File: src/rtl/spi_byte_rx.sv
module spi_byte_rx (
    input  logic       clk,
    input  logic       rst_n,
    input  logic       cs_n,
    input  logic       sck,
    input  logic       mosi,
    output logic       byte_vld,
    output logic [7:0] byte_val,
    output logic [2:0] bit_idx
);
    typedef struct packed {
        logic       sck;
        logic [2:0] cnt;
        logic [7:0] sh;
        logic       vld;
    } rx_s;

    rx_s q, d;

    always_comb begin
        d     = q;
        d.sck = sck;
        d.vld = 1'b0;
        if (cs_n) begin
            d.cnt = 3'd0;
        end else if (sck && !q.sck) begin
            d.sh  = {q.sh[6:0], mosi};
            d.cnt = q.cnt + 3'd1;
            d.vld = (q.cnt == 3'd7);
        end
    end

    always_ff @(posedge clk) begin
        if (!rst_n) q <= '0;
        else        q <= d;
    end

    assign byte_vld = q.vld;
    assign byte_val = q.sh;
    assign bit_idx  = q.cnt;
endmodule

File: config.mk
export PLATFORM = sky130hd
export DESIGN_NAME = spi_byte_rx
export DESIGN_NICKNAME = d
export VERILOG_FILES = /design/src/rtl/spi_byte_rx.sv
export SDC_FILE = /design/constraint.sdc
export NUM_CORES = 1
export LEC_CHECK = 0
export BUFFER_PORTS_ARGS = -buffer_cell sky130_fd_sc_hd__buf_2
export CELL_PAD_IN_SITES_DETAIL_PLACEMENT = 1
export CELL_PAD_IN_SITES_GLOBAL_PLACEMENT = 1
export CORE_MARGIN = 2
export CORE_UTILIZATION = 41
export CTS_BUF_LIST = sky130_fd_sc_hd__clkbuf_8
export DETAILED_ROUTE_END_ITERATION = 8
export HOLD_SLACK_MARGIN = 0.02
export PLACE_DENSITY_LB_ADDON = 0.3
export SLEW_MARGIN = 10
export SYNTH_ARGS = -nofsm -noshare
export SYNTH_HDL_FRONTEND = slang
export SYNTH_SLANG_ARGS = --single-unit
File: constraint.sdc
create_clock -name clk -period 2.6 [get_ports clk]
set_clock_uncertainty 0.15 [all_clocks]
set_input_delay 0.39 -clock clk [delete_from_list [all_inputs] [get_ports clk]]
set_output_delay 0.39 -clock clk [all_outputs]
set_load 0.02 [all_outputs]
======== After elaboration in Yosys (flattened, before gate mapping) ========
Cells that the tools add are included.
storage, ports and cells
  flip-flop bits (word level) ............. 13
operators by class
  add/sub/neg operators ................... 1
  equal/unequal tests ..................... 1
  bitwise gates (word level) .............. 3
  reductions and logical operators ........ 5
operators by type and width
  operator                                     number
  adder 3 x 1 -> 3 bit, second input constant  1
  == test 3 bit, second input constant         1
  inverter 1 bit                               3
  OR reduction 3 bit                           1
  AND reduction 2 bit                          1
  OR reduction 2 bit                           1
  logical AND 1 bit                            1
  logical NOT 1 bit                            1

======== Logic depth before layout (Yosys ltp) ========
Gate-level depths: netlist (run 1).
  depth after elaboration ................. 4
  mapped depth ............................ 4
  mapped depth without buffers ............ 4

======== Least setup slack after synthesis (run 1) ========
Ideal clock, no wire load.
  path type ............................... register -> register
  start ................................... register q, in the netlist bit_idx[0]
  end ..................................... register q, in the netlist bit_idx[2]
  setup time .............................. 114 ps
  data arrival time ....................... 919 ps
  required time ........................... 2,336 ps
  path slack .............................. 1,416 ps
  stages on the path, launching flop included .. 5
  buffers on the path ..................... 0
  path through ............................ dfxtp_1 ha_1 ha_1 mux2i_1 nor2_1
on the way
  word-level cells in the longest chain between the ends .. 1
RTL lines
  element                   RTL line  RTL
  start: declaration        18        rx_s q, d;
  start signal: assignment  34        if (!rst_n) q <= '0;
  start signal: assignment  35        else q <= d;
  adder 3 x 1 -> 3 bit      28        d.cnt = q.cnt + 3'd1;
Every way passes these cells.
A chain may end at the register's enable or synchronous reset.

======== Worst setup path in the final report (run 1) ========
  start ................................... register q, in the netlist bit_idx[0]
  end ..................................... output bit_idx[0]
RTL lines
  element           RTL line  RTL
  end: declaration  9         output logic [2:0] bit_idx
No word-level cell between the ends.

==> results of run 1 <==
sequential cells by signal, indices dropped and copies added (netlist names):
| signal | cells |
|---|---|
| byte_vld | 1 |
| byte_val | 8 |
| bit_idx | 3 |
| q | 1 |
cells by family after synthesis:
logic type	after synthesis	synth area share [%]
xor gates and xnor gates	1	1.46
AOI/OAI and AO/OA	8	6.65
and+or+nand+nor	24	21.8
DFF	13	43.2
buffers and inverters	14	19.3
muxes	2	3.33
adders and majority gates	2	4.16
worst min-delay path by stage:
stage | endpoint | depth (start not counted) | start
global placement | byte_val[7] | 2 | byte_val[7]
CTS | byte_val[0] | 3 | mosi
global route | byte_val[0] | 3 | mosi
detailed placement | byte_val[0] | 2 | byte_val[0]
floorplan | byte_val[7] | 2 | byte_val[7]
finish | byte_val[0] | 3 | mosi
metrics by stage:
stage / power (W) / utilization, % / worst slack (ns) / hold slack (ns) / instances
floorplan: 0.000233 / - / 1.42 / 0.286 / 64
global placement: 0.000233 / 43.8 / 1.16 / 0.307 / 81
detailed placement: 0.000234 / 43.8 / 1.15 / 0.319 / 81
CTS: 0.000404 / 47.2 / 1.22 / 0.232 / 85
global route: 0.000417 / 47.2 / 1.18 / 0.252 / 85
finish: 0.000397 / 47.2 / 1.26 / 0.227 / 85
per-layer routing:
layer	vias to the layer above	part of all wire (%)
li1	213	-
met1	189	43
met4	0	0
met3	0	7.4
met2	17	49
met5	-	0
area by class of cell:
| cell class | count | share of cell area (%) |
|---|---|---|
| clock buffer | 3 | 6.56 |
| clock inverter | 1 | 0.596 |
| multi-input combinational | 37 | 35.8 |
| sequential | 13 | 41.4 |
| tap | 15 | 2.98 |
| timing repair buffer | 16 | 12.7 |
cell usage in the layout, fill, tap and decap left out:
cell type  netlist  layout
inv_1            0       1
nor2b_2          1       1
nand2b_1         1       1
xnor2_1          1       1
nand2_1          8       8
nand3_1          8       8
and4b_1          1       1
nor2_1           3       3
nor3b_4          1       1
dfxtp_1         13      13
ha_1             2       2
and2_1           1       1
o21ai_0          8       8
clkbuf_8         0       3
mux2i_1          2       2
buf_2            0      16
power by group through the flow:
stage | clock (W) | combinational [W] | sequential, W
final | 0.000168 | 0.0000248 | 0.000205
after global routing | 0.000184 | 0.0000279 | 0.000205
after CTS | 0.000174 | 0.0000253 | 0.000205
after detailed placement | 0 | 0.0000251 | 0.000209
after global placement | 0 | 0.0000243 | 0.000209
after floorplan | 0 | 0.0000241 | 0.000208
==> impl_metrics.toml, run 1 <==
[synth]
ys_ff_latch = 13
syn_area_um2 = 602
synth_nets = 71
synth_most_common_cell = "dfxtp_1"
synth_top_area_share_pct = 43.2
synthTopCellsByCount = "dfxtp_1 (13), buf_4 (11), nand2_1 (8), nand3_1 (8), o21ai_0 (8)"
synth_edf_count = 0
ys_types = 15
seq_area_frac_synth_pct = 43.2
postSynthCellCount = 64
synthFlopType = "dfxtp_1"
synth_top_cell_by_area = "dfxtp_1"
avgSynthCellArea_um2 = 9.40
netlist_top_cells_area = "dfxtp_1 (43%), buf_4 (14%), nand3_1 (6.7%), o21ai_0 (6.7%), buf_6 (5.6%)"
yosysWarningCount = 0
async_reset_ff_share_pct = 0

[setup_path]
cp-end-kind = "primary output"
crit_arrival_ns = 0.80
critPathSlowestCell = "dfxtp_1"
crit_path_max_incr_delay_ns = 0.38
required_ns = 2.06
cp-endpoint = "bit_idx[0]"
timing.rr.end = "byte_val[2]"
crit_fanout = 3
cp.depth = 1
r2r_slack_ns = 1.33
cp-start-kind = "flip-flop"
rr_startpoint = "q[12]"
cp_cell_sequence = "buf_2"
r2r_cells = 2
cp_top_family = "flip-flops"
crit_type = "flip-flop to primary output"
startpoint = "bit_idx[0]"
cp.buffers_inverters = 1

[global_routing]
use_met1_pct = 15.7
grt_pass1_vias = 394
antenna_found_initial = 0
grt_util_met3_pct = 5.17
grt_max_degree = 20
track_usage_pct = 12.8
grt_pass1_wl_mm = 1.70
grt_util_met2_pct = 20.3
top_usage_layer = "met2"
grt_overflow = 0

[die]
start_util_pct = 45.1
num_io_pins = 17
core-area_um2 = 1330
fp.dieArea_um2 = 1790
die_h_um = 42.3
die_w_um = 42.3
rows = 13

[job]
maxCapViolations = 0

[clock_tree]
clock-sinks = 13
cts_setup_buffers = 0
cts_tree = "done"
clock_latency_ns = 0.24
numCtsBuffers = 3
h-tree-depth = 1
post_cts_resized = 0
cts_root_buffer = "clkbuf_8"
clkTransAtPathRegs_ns = 0.05
cts_hold_buf = 0
clockBufferDepth = 2

[power]
comb_power_share_pct = 6.2
switching_share_pct = 20.6
pwr-share-seq_pct = 51.6
peakVddDrop_uv = 312
p_int_w = 0.000316
power_density_nw_per_um2 = 632
leakage_nw = 0.291
p_clk_share_pct = 42.2
power_switching_w = 0.0000819

[sta]
hold_violations = 0
rsz0062_at_grt = "no"
drv_slew = 0
worst_pin_slew_ns = 0.497
period_share_pct = 51.7
fmax_ghz = 0.744
relSlewSlack_pct = 66.8
min_period_ns = 1.34
tns_ns = 0
timing.final.setup_violations = 0

[drt]
drt-initial-drc-count = 6
firstDrtPassIters = 4
via_per_inst = 4.93
ant_nets = 0
routed_wl_um = 993
num_vias = 419
drc = 0
wl_per_cell_um = 11.7

[placement]
dp.final_hpwl_um = 745
portBuffers = 16
dpl_cell_area_um2 = 584
gp_congestion = 0.668

[cells_and_area]
multi_input_area_um2 = 225
fin_area_um2 = 629
diodes = 0
area_delta_synth_final_pct = 4.57
nets = 78
fill_cells = 163
regArea_um2 = 260
drive_above_1_share_pct = 30.0

[worst_hold_path]
hp-class = "input pin to flip-flop"

[run_status]
outcome = "finished clean"
Power figures use the tool's default switching activity.
==> run 2, diff against run 1 <==
- ABC_AREA: not set -> 1
- CORE_UTILIZATION: 41 -> 37
- clock period: 2.6 -> 1.3 ns (I/O delays scaled with it)
==> run 2 against run 1 <==
Via count up 17%; first-iteration DRC count down 100%; combinational power rose to 5.0 times the previous value; power up 130%; final area up 9.5%; register-to-register slack worse by 1.3 ns; global-route usage down 0.92 points; utilization down 6.4 points; synthesized area up 7.1%; critical endpoint is now bit_idx[2]; largest power group unchanged.
==> impl_metrics.toml, run 2 <==
[run_status]
outcome = "finished clean"

[setup_path]
r2r_cells = 4
crit_arrival_ns = 1.23
cp-start-kind = "flip-flop"
cp-end-kind = "flip-flop"
required_ns = 1.28
crit_type = "flip-flop to flip-flop"
crit_fanout = 4

[synth]
ys_ff_latch = 13
async_reset_ff_share_pct = 0
ys_types = 12
avgSynthCellArea_um2 = 7.24
seq_area_frac_synth_pct = 40.4
synthFlopType = "dfxtp_1"
netlist_top_cells_area = "dfxtp_1 (40%), buf_4 (14%), nor2_1 (12%), nand2_1 (11%), inv_1 (7.0%)"
synth_edf_count = 0
synthTopCellsByCount = "nor2_1 (21), nand2_1 (19), dfxtp_1 (13)"
yosysWarningCount = 0
synth_top_area_share_pct = 40.4
synth_most_common_cell = "nor2_1"
synth_top_cell_by_area = "dfxtp_1"
synth_nets = 96
syn_area_um2 = 644
postSynthCellCount = 89

[cells_and_area]
nets = 104
regArea_um2 = 260
fill_cells = 235
drive_above_1_share_pct = 27.1
final_common_cell = "nor2_1"
area_delta_synth_final_pct = 6.99
diodes = 0
largest_register_ffs = 8
multi_input_area_um2 = 234
final_cell_mix = "nor2_1 (21), nand2_1 (19), buf_2 (16)"

[global_routing]
grt_pass1_vias = 425
antenna_found_initial = 0
grt_overflow = 0
grt_max_degree = 17
track_usage_pct = 11.9
grt_pass1_wl_mm = 1.75

[power]
pwr-share-seq_pct = 47.7
p_int_w = 0.000670
total_power_w = 0.000909
power_density_nw_per_um2 = 1320
power_switching_w = 0.000239
switching_share_pct = 26.3
p_clk_share_pct = 38.7
comb_power_share_pct = 13.6
peakVddDrop_uv = 919
leakage_nw = 0.406

[placement]
portBuffers = 16
gp_congestion = 0.677
dp.final_hpwl_um = 847

[clock_tree]
numCtsBuffers = 3
h-tree-depth = 1
clock-sinks = 13
clock_latency_ns = 0.24
cts_tree = "done"
clkTransAtPathRegs_ns = 0.06
cts_setup_buffers = 0
cts_root_buffer = "clkbuf_8"
clockBufferDepth = 2

[drt]
routed_wl_mm = 1.09
num_vias = 491
ant_nets = 0
drt-initial-drc-count = 0
wl_per_cell_um = 9.67
drc = 0
firstDrtPassIters = 1
via_per_inst = 4.35

[sta]
holdWs_ns = 0.0456
period_share_pct = 96.2
relSlewSlack_pct = 86.7
worst_pin_slew_ns = 0.200
fmax_ghz = 0.800
timing.final.setup_violations = 0
tns_ns = 0
rsz0062_at_grt = "no"
drv_slew = 0
hold_violations = 0
min_period_ns = 1.25

[die]
die_w_um = 45.7
fp.dieArea_um2 = 2090
num_io_pins = 17
start_util_pct = 38.1
die_h_um = 45.7
core-area_um2 = 1690
rows = 15

[job]
maxCapViolations = 0

[worst_hold_path]
holdPathStages = 3
hp-class = "input pin to flip-flop"
## run 2: cell count changes after synthesis, sizes merged
cell and delta:
and2 -1, and4b -1, buf -1, inv +13, mux2i -2, nand2 +13, nand2b -1, nand3 -7
nor2 +21, nor2b -1, nor3b -1, o21ai -6, xnor2 -1
## run 2: per-stage QoR
step	setup slack (ns)	utilization [%]	cell area, µm²	instances
floorplan	0.0903	-	644	89
global placement	0.0728	38.1	644	109
detailed placement	0.0204	38.1	644	109
CTS	0.0117	40.8	689	113
global route	0.00585	40.8	689	113
finish	0.0492	40.8	689	113
## run 2: what timing repair did
item                                    4_1_cts  5_1_grt
hold buffers                                  0        0
endpoints found under the setup margin        0        1
gates resized for setup                       0        1
## run 2: cell type report
class | instances | share of cell area, %
inverters | 13 | 7.08
well taps | 17 | 3.09
clock inverters | 1 | 0.544
repair buffers | 16 | 11.6
flip-flops and latches | 13 | 37.7
multi-input cells | 50 | 33.9
clock buffers | 3 | 5.99
## run 2: cell families after synthesis
kind of cell	synth area share, %
and+or+nand+nor	30.9
buffers and inverters	23.3
AOI/OAI and AO/OA	1.55
DFF	40.4
adders and majority gates	3.88
## run 2: critical path, cell delays in order (launching register included)
cell and delay, ns:
dfxtp_1 0.33, ha_1 0.20, ha_1 0.27, o21ai_1 0.14, nor2_1 0.05
## run 2: per-layer routing
| metal | wire, µm | GRT usage, % |
|---|---|---|
| met1 | 518 | 15.4 |
| met2 | 509 | 17.2 |
| met3 | 54 | 4.76 |
| met4 | 10 | 5.14 |
| met5 | 0 | 0 |
## run 2: power groups by stage
stage          registers [W]  clock network (W)  logic [W]
2_1_floorplan       0.000440                  0   0.000118
3_3_place_gp        0.000441                  0   0.000121
3_5_place_dp        0.000443                  0   0.000126
4_1_cts             0.000434           0.000369   0.000127
5_1_grt             0.000436           0.000387   0.000140
6_report            0.000433           0.000352   0.000124
## run 2: final timing paths
check / startpoint / endpoint / slack, ns
setup reg to reg: bit_idx[0] / bit_idx[2] / 0.05
hold / removal: mosi / byte_val[0] / 0.05
hold reg to reg: byte_val[5] / byte_val[6] / 0.35
setup / recovery: bit_idx[0] / bit_idx[2] / 0.05
